## config.mk

```make
export PLATFORM = sky130hd
export DESIGN_NAME = sb_issue_ctrl
export DESIGN_NICKNAME = d
export VERILOG_FILES = /design/src/rtl/sb_pkg.sv /design/src/rtl/sb_reg_status.sv /design/src/rtl/sb_fu_slot.sv /design/src/rtl/sb_war_check.sv /design/src/rtl/sb_issue_ctrl.sv
export SDC_FILE = /design/constraint.sdc
export NUM_CORES = 1
export LEC_CHECK = 0
export ABC_AREA = 1
export BUFFER_PORTS_ARGS = -buffer_cell sky130_fd_sc_hd__clkbuf_2
export CORE_MARGIN = 2
export CORE_UTILIZATION = 64
export CTS_CLUSTER_DIAMETER = 120
export DETAILED_ROUTE_END_ITERATION = 16
export PLACE_DENSITY = 0.84
export SYNTH_ARGS = -nofsm -noshare
export SYNTH_HDL_FRONTEND = slang
export SYNTH_SLANG_ARGS = --single-unit
```

## constraint.sdc

```tcl
create_clock -name clk -period 2.5 [get_ports clk]
set_input_delay 0.25 -clock clk [delete_from_list [all_inputs] [get_ports clk]]
set_output_delay 0.25 -clock clk [all_outputs]
set_load 0.005 [all_outputs]
```

## src/rtl/sb_pkg.sv

```systemverilog
`timescale 1ns/1ps
package sb_pkg;

  typedef enum logic [1:0] {
    PH_IDLE   = 2'd0,
    PH_RDWAIT = 2'd1,
    PH_EXEC   = 2'd2,
    PH_WBWAIT = 2'd3
  } fu_phase_e;

  // Units are tagged 1..N; tag 0 means "no producer". Up to 64 units supported.
  function automatic logic writer_active(input int unsigned tag, input logic [63:0] wvec);
    if (tag == 0 || tag > 64) return 1'b0;
    return wvec[tag-1];
  endfunction

  // A pending (available, unread) source equal to a write target blocks that write.
  function automatic logic war_hazard(input logic pend, input logic [31:0] src,
                                      input logic [31:0] dst);
    return pend && (src == dst);
  endfunction

endpackage

```

## src/rtl/sb_reg_status.sv

```systemverilog
`timescale 1ns/1ps
module sb_reg_status
  import sb_pkg::*;
#(
  parameter int NUM_FU   = 4,
  parameter int NUM_REGS = 16,
  localparam int REG_W   = (NUM_REGS > 1) ? $clog2(NUM_REGS) : 1,
  localparam int TAG_W   = $clog2(NUM_FU + 1)
) (
  input  logic                               clk,
  input  logic                               rst_n,
  input  logic                               set_en,
  input  logic [REG_W-1:0]                   set_reg,
  input  logic [TAG_W-1:0]                   set_tag,
  input  logic [NUM_FU-1:0]                  wr_gnt,
  output logic [NUM_REGS-1:0][TAG_W-1:0]     tag_o,
  output logic [NUM_REGS-1:0]                pending_o
);

  for (genvar r = 0; r < NUM_REGS; r++) begin : g_reg
    logic [TAG_W-1:0] owner_q;
    logic             release_w;

    assign release_w = writer_active(32'(owner_q), 64'(wr_gnt));

    always_ff @(posedge clk) begin
      if (!rst_n) begin
        owner_q <= '0;
      end else if (set_en && (set_reg == REG_W'(r))) begin
        owner_q <= set_tag;
      end else if (release_w) begin
        owner_q <= '0;
      end
    end

    assign tag_o[r]     = owner_q;
    assign pending_o[r] = (owner_q != '0);
  end

endmodule

```

## src/rtl/sb_fu_slot.sv

```systemverilog
`timescale 1ns/1ps
module sb_fu_slot
  import sb_pkg::*;
#(
  parameter int NUM_FU   = 4,
  parameter int NUM_REGS = 16,
  parameter int UNIT_ID  = 0,
  localparam int REG_W   = (NUM_REGS > 1) ? $clog2(NUM_REGS) : 1,
  localparam int TAG_W   = $clog2(NUM_FU + 1)
) (
  input  logic              clk,
  input  logic              rst_n,
  input  logic              issue_i,
  input  logic [REG_W-1:0]  dst_i,
  input  logic [REG_W-1:0]  src1_i,
  input  logic [REG_W-1:0]  src2_i,
  input  logic [TAG_W-1:0]  tag1_i,
  input  logic [TAG_W-1:0]  tag2_i,
  input  logic              done_i,
  input  logic [NUM_FU-1:0] wr_gnt_all_i,
  output logic              busy_o,
  output logic              rd_gnt_o,
  output logic              wbwait_o,
  output logic [REG_W-1:0]  dst_o,
  output logic [REG_W-1:0]  src1_o,
  output logic [REG_W-1:0]  src2_o,
  output logic              pend1_o,
  output logic              pend2_o
);

  fu_phase_e        ph_q;
  logic [REG_W-1:0] dst_q, s1_q, s2_q;
  logic [TAG_W-1:0] t1_q, t2_q;
  logic             r1_q, r2_q;
  logic             in_rdwait, wake1, wake2;

  assign in_rdwait = (ph_q == PH_RDWAIT);
  assign wake1     = in_rdwait && !r1_q && writer_active(32'(t1_q), 64'(wr_gnt_all_i));
  assign wake2     = in_rdwait && !r2_q && writer_active(32'(t2_q), 64'(wr_gnt_all_i));

  always_ff @(posedge clk) begin
    if (!rst_n) begin
      ph_q  <= PH_IDLE;
      dst_q <= '0;
      s1_q  <= '0;
      s2_q  <= '0;
      t1_q  <= '0;
      t2_q  <= '0;
      r1_q  <= 1'b0;
      r2_q  <= 1'b0;
    end else begin
      unique case (ph_q)
        PH_IDLE: if (issue_i) begin
          ph_q  <= PH_RDWAIT;
          dst_q <= dst_i;
          s1_q  <= src1_i;
          s2_q  <= src2_i;
          t1_q  <= tag1_i;
          t2_q  <= tag2_i;
          r1_q  <= (tag1_i == '0);
          r2_q  <= (tag2_i == '0);
        end
        PH_RDWAIT: begin
          if (rd_gnt_o) ph_q <= PH_EXEC;
          if (wake1)    r1_q <= 1'b1;
          if (wake2)    r2_q <= 1'b1;
        end
        PH_EXEC:   if (done_i) ph_q <= PH_WBWAIT;
        PH_WBWAIT: if (wr_gnt_all_i[UNIT_ID]) ph_q <= PH_IDLE;
        default:   ph_q <= PH_IDLE;
      endcase
    end
  end

  assign busy_o   = (ph_q != PH_IDLE);
  assign rd_gnt_o = in_rdwait && r1_q && r2_q;
  assign wbwait_o = (ph_q == PH_WBWAIT);
  assign dst_o    = dst_q;
  assign src1_o   = s1_q;
  assign src2_o   = s2_q;
  assign pend1_o  = in_rdwait && r1_q;
  assign pend2_o  = in_rdwait && r2_q;

endmodule

```

## src/rtl/sb_war_check.sv

```systemverilog
`timescale 1ns/1ps
module sb_war_check
  import sb_pkg::*;
#(
  parameter int NUM_FU   = 4,
  parameter int NUM_REGS = 16,
  localparam int REG_W   = (NUM_REGS > 1) ? $clog2(NUM_REGS) : 1
) (
  input  logic [NUM_FU-1:0] wbwait_i,
  input  logic [REG_W-1:0]  dst_i  [NUM_FU],
  input  logic [REG_W-1:0]  src1_i [NUM_FU],
  input  logic [REG_W-1:0]  src2_i [NUM_FU],
  input  logic [NUM_FU-1:0] pend1_i,
  input  logic [NUM_FU-1:0] pend2_i,
  output logic [NUM_FU-1:0] wr_gnt_o
);

  logic [NUM_FU-1:0] blocked;

  always_comb begin
    blocked = '0;
    for (int u = 0; u < NUM_FU; u++) begin
      for (int f = 0; f < NUM_FU; f++) begin
        if (f != u) begin
          blocked[u] = blocked[u]
                     | war_hazard(pend1_i[f], 32'(src1_i[f]), 32'(dst_i[u]))
                     | war_hazard(pend2_i[f], 32'(src2_i[f]), 32'(dst_i[u]));
        end
      end
    end
  end

  assign wr_gnt_o = wbwait_i & ~blocked;

endmodule

```

## src/rtl/sb_issue_ctrl.sv

```systemverilog
`timescale 1ns/1ps
module sb_issue_ctrl
  import sb_pkg::*;
#(
  parameter int NUM_FU   = 4,
  parameter int NUM_REGS = 16,
  localparam int UNIT_W  = (NUM_FU > 1) ? $clog2(NUM_FU) : 1,
  localparam int REG_W   = (NUM_REGS > 1) ? $clog2(NUM_REGS) : 1,
  localparam int TAG_W   = $clog2(NUM_FU + 1)
) (
  input  logic              clk,
  input  logic              rst_n,
  input  logic              in_valid,
  output logic              in_ready,
  input  logic [UNIT_W-1:0] in_unit,
  input  logic [REG_W-1:0]  in_dst,
  input  logic [REG_W-1:0]  in_src1,
  input  logic [REG_W-1:0]  in_src2,
  input  logic [NUM_FU-1:0] fu_done,
  output logic [NUM_FU-1:0] issue_o,
  output logic [NUM_FU-1:0] rd_gnt_o,
  output logic [NUM_FU-1:0] wr_gnt_o
);

  // Named internal events (also observed by the bound checker)
  logic                          unit_ok, unit_free, dst_clear, fire;
  logic [NUM_REGS-1:0][TAG_W-1:0] reg_tag;
  logic [NUM_REGS-1:0]           reg_pending;
  logic [TAG_W-1:0]              raw1, raw2, tag1, tag2, new_tag;
  logic [NUM_FU-1:0]             slot_busy, slot_wbwait, slot_pend1, slot_pend2;
  logic [REG_W-1:0]              slot_dst  [NUM_FU];
  logic [REG_W-1:0]              slot_src1 [NUM_FU];
  logic [REG_W-1:0]              slot_src2 [NUM_FU];

  if (NUM_FU == (1 << UNIT_W)) begin : g_unit_full
    assign unit_ok = 1'b1;
  end else begin : g_unit_range
    assign unit_ok = (32'(in_unit) < NUM_FU);
  end

  assign unit_free = unit_ok && !slot_busy[in_unit];
  assign dst_clear = !reg_pending[in_dst];
  assign in_ready  = unit_free && dst_clear;
  assign fire      = in_valid && in_ready;
  assign new_tag   = TAG_W'(in_unit) + TAG_W'(1);

  // A producer writing back in the issue cycle is already resolved.
  assign raw1 = reg_tag[in_src1];
  assign raw2 = reg_tag[in_src2];
  assign tag1 = writer_active(32'(raw1), 64'(wr_gnt_o)) ? '0 : raw1;
  assign tag2 = writer_active(32'(raw2), 64'(wr_gnt_o)) ? '0 : raw2;

  sb_reg_status #(.NUM_FU(NUM_FU), .NUM_REGS(NUM_REGS)) u_regstat (
    .clk       (clk),
    .rst_n     (rst_n),
    .set_en    (fire),
    .set_reg   (in_dst),
    .set_tag   (new_tag),
    .wr_gnt    (wr_gnt_o),
    .tag_o     (reg_tag),
    .pending_o (reg_pending)
  );

  for (genvar u = 0; u < NUM_FU; u++) begin : g_slot
    assign issue_o[u] = fire && (32'(in_unit) == u);

    sb_fu_slot #(.NUM_FU(NUM_FU), .NUM_REGS(NUM_REGS), .UNIT_ID(u)) u_slot (
      .clk          (clk),
      .rst_n        (rst_n),
      .issue_i      (issue_o[u]),
      .dst_i        (in_dst),
      .src1_i       (in_src1),
      .src2_i       (in_src2),
      .tag1_i       (tag1),
      .tag2_i       (tag2),
      .done_i       (fu_done[u]),
      .wr_gnt_all_i (wr_gnt_o),
      .busy_o       (slot_busy[u]),
      .rd_gnt_o     (rd_gnt_o[u]),
      .wbwait_o     (slot_wbwait[u]),
      .dst_o        (slot_dst[u]),
      .src1_o       (slot_src1[u]),
      .src2_o       (slot_src2[u]),
      .pend1_o      (slot_pend1[u]),
      .pend2_o      (slot_pend2[u])
    );
  end

  sb_war_check #(.NUM_FU(NUM_FU), .NUM_REGS(NUM_REGS)) u_war (
    .wbwait_i (slot_wbwait),
    .dst_i    (slot_dst),
    .src1_i   (slot_src1),
    .src2_i   (slot_src2),
    .pend1_i  (slot_pend1),
    .pend2_i  (slot_pend2),
    .wr_gnt_o (wr_gnt_o)
  );

endmodule

```

==> tab_implementation.tex, run 1 <==
\begin{tabular}{lr}
\hline
Metric & Value \\
\hline
\multicolumn{2}{l}{\textbf{Logic synthesis}} \\
\quad Mean Syn Cell Area & 6.33 um2 \\
\quad Largest family of logic cells by synthesized area & simple AND/OR/NAND/NOR gates \\
\quad Seq/Total Area, Yosys & 0.252 \\
\quad Multiplexer share of the synthesized area & 0.000928 \\
\quad Post-synthesis cell type count & 40 \\
\quad Synth Net Count & 1,797 \\
\quad Synthesized instance count & 1,704 \\
\quad Post-synth design cell area & 10,800 um2 \\
\quad Share of synthesized cell area in and, or, nand and nor gates & 0.330 \\
\quad Flops \& latches, synth & 136 \\
\quad XOR/XNOR Fraction of Synth Area & 0.0203 \\
\quad Complex-gate fraction of the synthesized area & 0.190 \\
\quad Arithmetic-cell share of the synthesized area counting full adders, half adders and majority gates & 0.0835 \\
\quad YS warnings & 0 \\
\multicolumn{2}{l}{\textbf{Final layout}} \\
\quad Core Util, Final & 0.751 \\
\quad Area growth from synthesis to layout & 15.1\% \\
\quad Footprint of the flip-flops and latches & 2740 um2 \\
\quad Number of inserted filler cells in the final layout & 1,339 \\
\quad Share of cells above drive strength 1 & 0.158 \\
\quad Area of the multi-input gates & 6910 um2 \\
\quad Post-layout net count & 1,867 \\
\quad Non-Filler Instances & 2,007 \\
\quad Antenna cell count & 0 \\
\quad Design area & 12,400 um2 \\
\multicolumn{2}{l}{\textbf{Clock network}} \\
\quad Sinks on the clock net & 136 \\
\quad Max H-tree Level & 4 \\
\quad Worst-Skew Late Latency & 0.44 ns \\
\quad CTS tree & built \\
\quad CTS Root Cell & sky130\_fd\_sc\_hd\_\_clkbuf\_16 \\
\quad Post-CTS Hold Buffers & 0 \\
\quad Number of buffers created by CTS & 17 \\
\quad CTS clock-pin slew for the worst setup and hold paths & 0.06 ns \\
\quad Clock Path Buffers & 2 \\
\multicolumn{2}{l}{\textbf{Detailed routing}} \\
\quad Number of DRC violations after detailed routing & 0 \\
\quad DR iter-0 viols & 1,866 \\
\quad DR vias/cell & 6.36 \\
\quad Post-route ant nets & 0 \\
\quad Routed wirelength normalized by instance count & 19.3 um \\
\quad Vias after detailed routing & 12,800 \\
\quad Number of detailed-routing iterations run before antenna repair & 8 \\
\quad Total detailed-routing wirelength & 38,800 um \\
\multicolumn{2}{l}{\textbf{Power and ir drop}} \\
\quad Clock network power share & 0.320 \\
\quad Fraction of power consumed by sequential logic & 0.336 \\
\quad VDD IR max & 0.562 mV \\
\quad Areal power density over the cells & 627 nW/um2 \\
\quad Power Internal & 4.73 mW \\
\quad Part of the total power dissipated in combinational logic & 0.344 \\
\quad Switching power & 3.05 mW \\
\quad Switch share & 0.392 \\
\quad Pleak & 5.01 nW \\
\multicolumn{2}{l}{\textbf{Placed design}} \\
\quad Sum of net half-perimeters after detailed placement & 27,100 um \\
\quad Count of input and output buffers & 33 \\
\quad Placed cell count & 1,958 \\
\quad Placed inst area & 11,500 um2 \\
\quad Routability cong. & 1.04 \\
\multicolumn{2}{l}{\textbf{Global route}} \\
\quad Maximum number of pins on one net before global-route repair & 87 \\
\quad Number of global-route vias before repair & 12,000 \\
\quad Antenna violations before repair & 0 \\
\quad First-pass GRT wire length & 60,300 um \\
\quad Remaining Overflow, GRT & 0 \\
\quad Global Route Usage Sum & 0.427 \\
\multicolumn{2}{l}{\textbf{Timing}} \\
\quad Aggregate negative setup slack & 0 ns \\
\quad Relative slew margins & 0.474 \\
\quad Slew @ Worst Pin & 0.789 ns \\
\quad Maximum clock rate & 402 MHz \\
\quad Worst clock skew on the final layout & 0.0125 ns \\
\quad Share of the cycle needed by the critical path after routing & 0.995 \\
\quad Hold violation count in the final report & 0 \\
\quad Pins over their slew limit & 0 \\
\quad Unrepaired setup endpoints after global routing & yes \\
\quad Final count of negative-setup-slack endpoints & 0 \\
\quad Post-route minimum period & 2.49 ns \\
\multicolumn{2}{l}{\textbf{Critical path}} \\
\quad Critical path data arrival time & 2.82 ns \\
\quad Critical Path Source Type & register \\
\quad Classification of the worst setup path & reg2reg \\
\quad Maximum fanout encountered on the critical timing path & 8 \\
\quad Critical path data required time & 2.83 ns \\
\quad Endpoint type of the worst setup path & register \\
\multicolumn{2}{l}{\textbf{Die}} \\
\quad Standard cell core area & 16,500 um2 \\
\quad Starting density of the core & 0.653 \\
\quad Die outline width & 134 um \\
\quad Die Ht & 134 um \\
\quad Total number of placement rows & 47 \\
\quad Boundary Pins & 34 \\
\quad Die Outline Area & 17,900 um2 \\
\multicolumn{2}{l}{\textbf{Run status}} \\
\quad Result of the run & complete, no violations \\
\multicolumn{2}{l}{\textbf{Job}} \\
\quad Number of maximum-capacitance constraint violations & 0 \\
\multicolumn{2}{l}{\textbf{Hold path}} \\
\quad Classification of the worst-slack hold path & in2reg \\
\hline
\end{tabular}
[kinds of logic after synthesis]
family	count (synthesis)
AOI/OAI and AO/OA	386
xor gates and xnor gates	25
adders and majority gates	72
buffers and inverters	318
DFF	136
muxes	1
and+or+nand+nor	766
[cell usage after synthesis, drive strengths merged]
cell    count  area [um2]
mux2i       1        10.0
o21bai      1        7.51
nand3     211        1060
a211oi      1        7.51
clkbuf     41         155
o31ai       1        7.51
xnor2      24         210
o22ai       1        6.26
nor2      130         533
nor3       18         214
o211ai     31         233
a31oi       4        25.0
dfxtp     136        2720
xor2        1        8.76
or2         1        6.26
inv       224         843
a21oi     193         966
clkinv      3        11.3
ha         72         901
o21ai     150         758
nand2     325        1250
buf        50         315
a311oi      4        35.0
nand4      81         507
[power groups by stage]
stage / clock network, mW / logic [mW] / registers, mW
2_1_floorplan: 0 / 1.65 / 2.56
6_report: 2.49 / 2.68 / 2.61
4_1_cts: 2.47 / 2.44 / 2.58
3_3_place_gp: 0 / 2.33 / 2.61
3_5_place_dp: 0 / 2.41 / 2.62
5_1_grt: 2.56 / 2.89 / 2.63
[worst paths after layout]
path / startpoint / end / slack [ns] / cells past startpoint
min: fu_done[0] / g_slot[0].u_slot.ph_q[1] / 0.18 / 5
min reg2reg: u_regstat.g_reg[10].owner_q[2] / u_regstat.g_reg[10].owner_q[2] / 0.48 / 2
max: u_regstat.g_reg[0].owner_q[0] / g_slot[1].u_slot.r1_q / 0.01 / 12
max reg2reg: u_regstat.g_reg[0].owner_q[0] / g_slot[1].u_slot.r1_q / 0.01 / 12
[flip-flops by register name (all words and copies together), names as in the netlist]
name                  count
u_regstat.g.owner_q      48
g_slot.u_slot.t1_q       12
g_slot.u_slot.r2_q        4
g_slot.u_slot.dst_o      16
g_slot.u_slot.ph_q        8
g_slot.u_slot.t2_q       12
g_slot.u_slot.src1_o     16
g_slot.u_slot.r1_q        4
g_slot.u_slot.src2_o     16
[metrics by stage]
stage | hold WS, ns | power [mW] | worst slack, ns
2_1_floorplan | 0.433 | 4.21 | 0.365
3_3_place_gp | 0.469 | 4.95 | 0.0168
3_5_place_dp | 0.479 | 5.03 | -0.0369
4_1_cts | 0.180 | 7.49 | 0.00212
5_1_grt | 0.224 | 8.08 | -0.0992
6_report | 0.178 | 7.78 | 0.0117
[worst max-delay path: stages (launching register included)]
cell and delay, ns:
sky130_fd_sc_hd__dfxtp_1 0.49, sky130_fd_sc_hd__inv_1 0.15, sky130_fd_sc_hd__ha_1 0.26, sky130_fd_sc_hd__a21oi_1 0.20, sky130_fd_sc_hd__o21ai_1 0.11, sky130_fd_sc_hd__nand3_2 0.09, sky130_fd_sc_hd__nor2_4 0.05, sky130_fd_sc_hd__nand2_4 0.14
sky130_fd_sc_hd__nor2_2 0.05, sky130_fd_sc_hd__nand2_1 0.22, sky130_fd_sc_hd__o21ai_0 0.27, sky130_fd_sc_hd__a21oi_1 0.27, sky130_fd_sc_hd__nor2_1 0.07
[metal layers]
| layer | track usage | share of wire | up-vias | routed length [um] |
|---|---|---|---|---|
| li1 | - | - | 5863 | - |
| met5 | 0 | 0 | - | 0 |
| met3 | 0.108 | 0.13 | 302 | 4900 |
| met4 | 0.324 | 0.081 | 0 | 3160 |
| met1 | 0.496 | 0.35 | 5625 | 13600 |
| met2 | 0.677 | 0.44 | 967 | 17100 |
[placed cells by master (no fill, tap or decap), drive strengths merged]
master,instances
a211oi,1
a21oi,193
a311oi,4
a31oi,4
buf,109
bufinv,1
clkbuf,51
clkinv,12
clkinvlp,3
dfxtp,136
ha,72
inv,225
mux2i,1
nand2,325
nand3,211
nand4,81
nor2,130
nor3,18
o211ai,31
o21ai,150
o21bai,1
o22ai,1
o31ai,1
or2,1
xnor2,24
xor2,1
[area by class of cell]
type	instances	share of cell area
multi-input combinational	1250	0.557
sequential	136	0.220
timing repair buffer	142	0.0859
inverter	227	0.0694
clock buffer	18	0.0354
tap	220	0.0222
clock inverter	14	0.0101
[timing repair]
action                     in CTS  in global routing
resized for setup              13                 61
setup endpoints to repair      15                112
pin swaps                       1                  9
buffers inserted                1                 16
Power figures use the tool's default switching activity.
==> inputs of run 2 (changes only) <==
Settings changed: CORE_MARGIN 2 to 3.
==> tab_implementation.tex, run 2 (same netlist as run 1, synthesis figures left out) <==
\begin{tabular}{lr}
\hline
Metric & Value \\
\hline
\multicolumn{2}{l}{\textbf{Final layout}} \\
\quad Reg with most FFs & u\_regstat.g.owner\_q \\
\quad Antenna cell count & 0 \\
\quad Area of the multi-input gates & 6990 um2 \\
\quad Max reg flops & 48 \\
\quad Leading cell type in the layout, fill and taps excluded & sky130\_fd\_sc\_hd\_\_nand2\_1 \\
\quad Share of cells above drive strength 1 & 0.160 \\
\quad Footprint of the flip-flops and latches & 2730 um2 \\
\quad Number of inserted filler cells in the final layout & 1,301 \\
\quad Non-Filler Instances & 1,999 \\
\quad Commonest cells after routing, fill and taps aside & sky130\_fd\_sc\_hd\_\_nand2\_1, sky130\_fd\_sc\_hd\_\_nand3\_1, sky130\_fd\_sc\_hd\_\_a21oi\_1, sky130\_fd\_sc\_hd\_\_inv\_1, sky130\_fd\_sc\_hd\_\_o21ai\_0 \\
\quad Area growth from synthesis to layout & 16.3\% \\
\quad Post-layout net count & 1,863 \\
\multicolumn{2}{l}{\textbf{Power and ir drop}} \\
\quad Pleak & 5.10 nW \\
\quad VDD IR max & 0.520 mV \\
\quad Areal power density over the cells & 655 nW/um2 \\
\quad Final Total Pwr & 8.22 mW \\
\multicolumn{2}{l}{\textbf{Run status}} \\
\quad Result of the run & complete, no violations \\
\multicolumn{2}{l}{\textbf{Clock network}} \\
\quad CTS tree & built \\
\quad Max H-tree Level & 4 \\
\quad CTS Root Cell & sky130\_fd\_sc\_hd\_\_clkbuf\_16 \\
\quad Number of buffers created by CTS & 17 \\
\quad Clock Path Buffers & 2 \\
\quad CTS clock-pin slew for the worst setup and hold paths & 0.06 ns \\
\quad Worst-Skew Late Latency & 0.44 ns \\
\quad Post-CTS Hold Buffers & 0 \\
\quad Sinks on the clock net & 136 \\
\multicolumn{2}{l}{\textbf{Timing}} \\
\quad Slew @ Worst Pin & 0.681 ns \\
\quad Pins over their slew limit & 0 \\
\quad Hold violation count in the final report & 0 \\
\quad Unrepaired setup endpoints after global routing & yes \\
\quad Relative slew margins & 0.546 \\
\quad Share of the cycle needed by the critical path after routing & 0.989 \\
\quad Post-route minimum period & 2.47 ns \\
\quad Maximum clock rate & 404 MHz \\
\quad Final worst hold slack & 0.221 ns \\
\quad Final count of negative-setup-slack endpoints & 0 \\
\quad Worst clock skew on the final layout & 0.00965 ns \\
\multicolumn{2}{l}{\textbf{Die}} \\
\quad Die outline width & 136 um \\
\quad Die Outline Area & 18,400 um2 \\
\quad Standard cell core area & 16,200 um2 \\
\quad Total number of placement rows & 46 \\
\quad Die Ht & 136 um \\
\quad Boundary Pins & 34 \\
\quad Starting density of the core & 0.667 \\
\multicolumn{2}{l}{\textbf{Placed design}} \\
\quad Count of input and output buffers & 33 \\
\quad Sum of net half-perimeters after detailed placement & 27,300 um \\
\quad Routability cong. & 1.06 \\
\quad Placed cell count & 1,950 \\
\multicolumn{2}{l}{\textbf{Global route}} \\
\quad Number of global-route vias before repair & 11,500 \\
\quad Remaining Overflow, GRT & 0 \\
\quad First-pass GRT wire length & 59,400 um \\
\quad Global Route Usage Sum & 0.411 \\
\quad Antenna violations before repair & 0 \\
\quad Maximum number of pins on one net before global-route repair & 71 \\
\multicolumn{2}{l}{\textbf{Critical path}} \\
\quad Critical path data arrival time & 2.22 ns \\
\quad Maximum fanout encountered on the critical timing path & 5 \\
\quad Endpoint type of the worst setup path & primary output \\
\quad Classification of the worst setup path & reg2out \\
\quad Critical path data required time & 2.25 ns \\
\quad Critical Path Source Type & register \\
\multicolumn{2}{l}{\textbf{Detailed routing}} \\
\quad Number of detailed-routing iterations run before antenna repair & 6 \\
\quad Post-route ant nets & 0 \\
\quad Routed wirelength normalized by instance count & 19.4 um \\
\quad Number of DRC violations after detailed routing & 0 \\
\quad Total detailed-routing wirelength & 38,800 um \\
\quad DR vias/cell & 6.34 \\
\quad DR iter-0 viols & 1,607 \\
\quad Vias after detailed routing & 12,700 \\
\multicolumn{2}{l}{\textbf{Job}} \\
\quad Number of maximum-capacitance constraint violations & 0 \\
\multicolumn{2}{l}{\textbf{Hold path}} \\
\quad Classification of the worst-slack hold path & in2reg \\
\hline
\end{tabular}
[run 2: changes by cell type in the layout (fill, tap and decap cells not counted), sizes merged]
cell      delta
clkinv       -6
buf          -5
bufinv       +4
inv          +4
clkinvlp     -2
nand2        +1
[run 2: layout make-up]
type,instances,share of cell area
Timing Repair Buffer,137,0.0816
Tap cell,216,0.0216
Clock buffer,18,0.0350
Inverter,227,0.0683
Clock inverter,14,0.0188
Multi-Input combinational cell,1251,0.557
Sequential cell,136,0.218
[run 2: path summary, 6_finish.rpt]
path | from | end | slack, ns | depth (start not counted)
max | u_regstat.g_reg[10].owner_q[1] | issue_o[3] | 0.03 | 13
min | fu_done[0] | g_slot[0].u_slot.ph_q[1] | 0.22 | 5
max reg2reg | u_regstat.g_reg[10].owner_q[1] | g_slot[1].u_slot.dst_o[1] | 0.05 | 14
min reg2reg | u_regstat.g_reg[2].owner_q[2] | u_regstat.g_reg[2].owner_q[2] | 0.48 | 2
[run 2: stage by stage]
| step | instance area, um2 | setup TNS [ns] | util | setup WS (ns) |
|---|---|---|---|---|
| 2_1_floorplan | 10800 | 0 | - | 0.365 |
| 3_3_place_gp | 11500 | 0 | 0.709 | 0.0141 |
| 3_5_place_dp | 11500 | -0.0963 | 0.709 | -0.0266 |
| 4_1_cts | 12200 | 0 | 0.754 | 0.00128 |
| 5_1_grt | 12500 | -1.14 | 0.775 | -0.115 |
| 6_report | 12500 | 0 | 0.775 | 0.0274 |
[run 2: critical path: stages, from the launching register on]
cell                       delay [ns]
sky130_fd_sc_hd__dfxtp_1         0.36
sky130_fd_sc_hd__inv_1           0.10
sky130_fd_sc_hd__ha_2            0.17
sky130_fd_sc_hd__nand2_1         0.10
sky130_fd_sc_hd__nand3_1         0.14
sky130_fd_sc_hd__nand2_1         0.08
sky130_fd_sc_hd__o21ai_2         0.16
sky130_fd_sc_hd__nand3_2         0.12
sky130_fd_sc_hd__nor2_4          0.14
sky130_fd_sc_hd__nand2_4         0.10
sky130_fd_sc_hd__inv_2           0.07
sky130_fd_sc_hd__nand2_1         0.08
sky130_fd_sc_hd__inv_1           0.07
sky130_fd_sc_hd__clkbuf_2        0.10
[run 2: power by group]
group,internal (mW),total [mW],leakage [nW],switching (mW)
Combinational,0.934,2.67,3.67,1.74
Clock,1.83,2.94,0.327,1.11
Sequential,2.38,2.60,1.10,0.229
[run 2: timing repair]
item                                    in CTS  in global routing
gates resized for setup                     22                 67
endpoints found under the hold margin        0                  0
endpoints found under the setup margin      21                136
gates cloned                                 0                  1
pin swaps                                    4                  8
setup buffers                                3                 13
[run 2: metal layers]
metal	part of all wire	vias to the layer above	wire length, um	track usage
li1	-	5855	-	-
met1	0.37	5668	14300	0.517
met2	0.45	903	17300	0.645
met3	0.12	242	4560	0.0870
met4	0.067	0	2590	0.249
met5	0	-	0	0
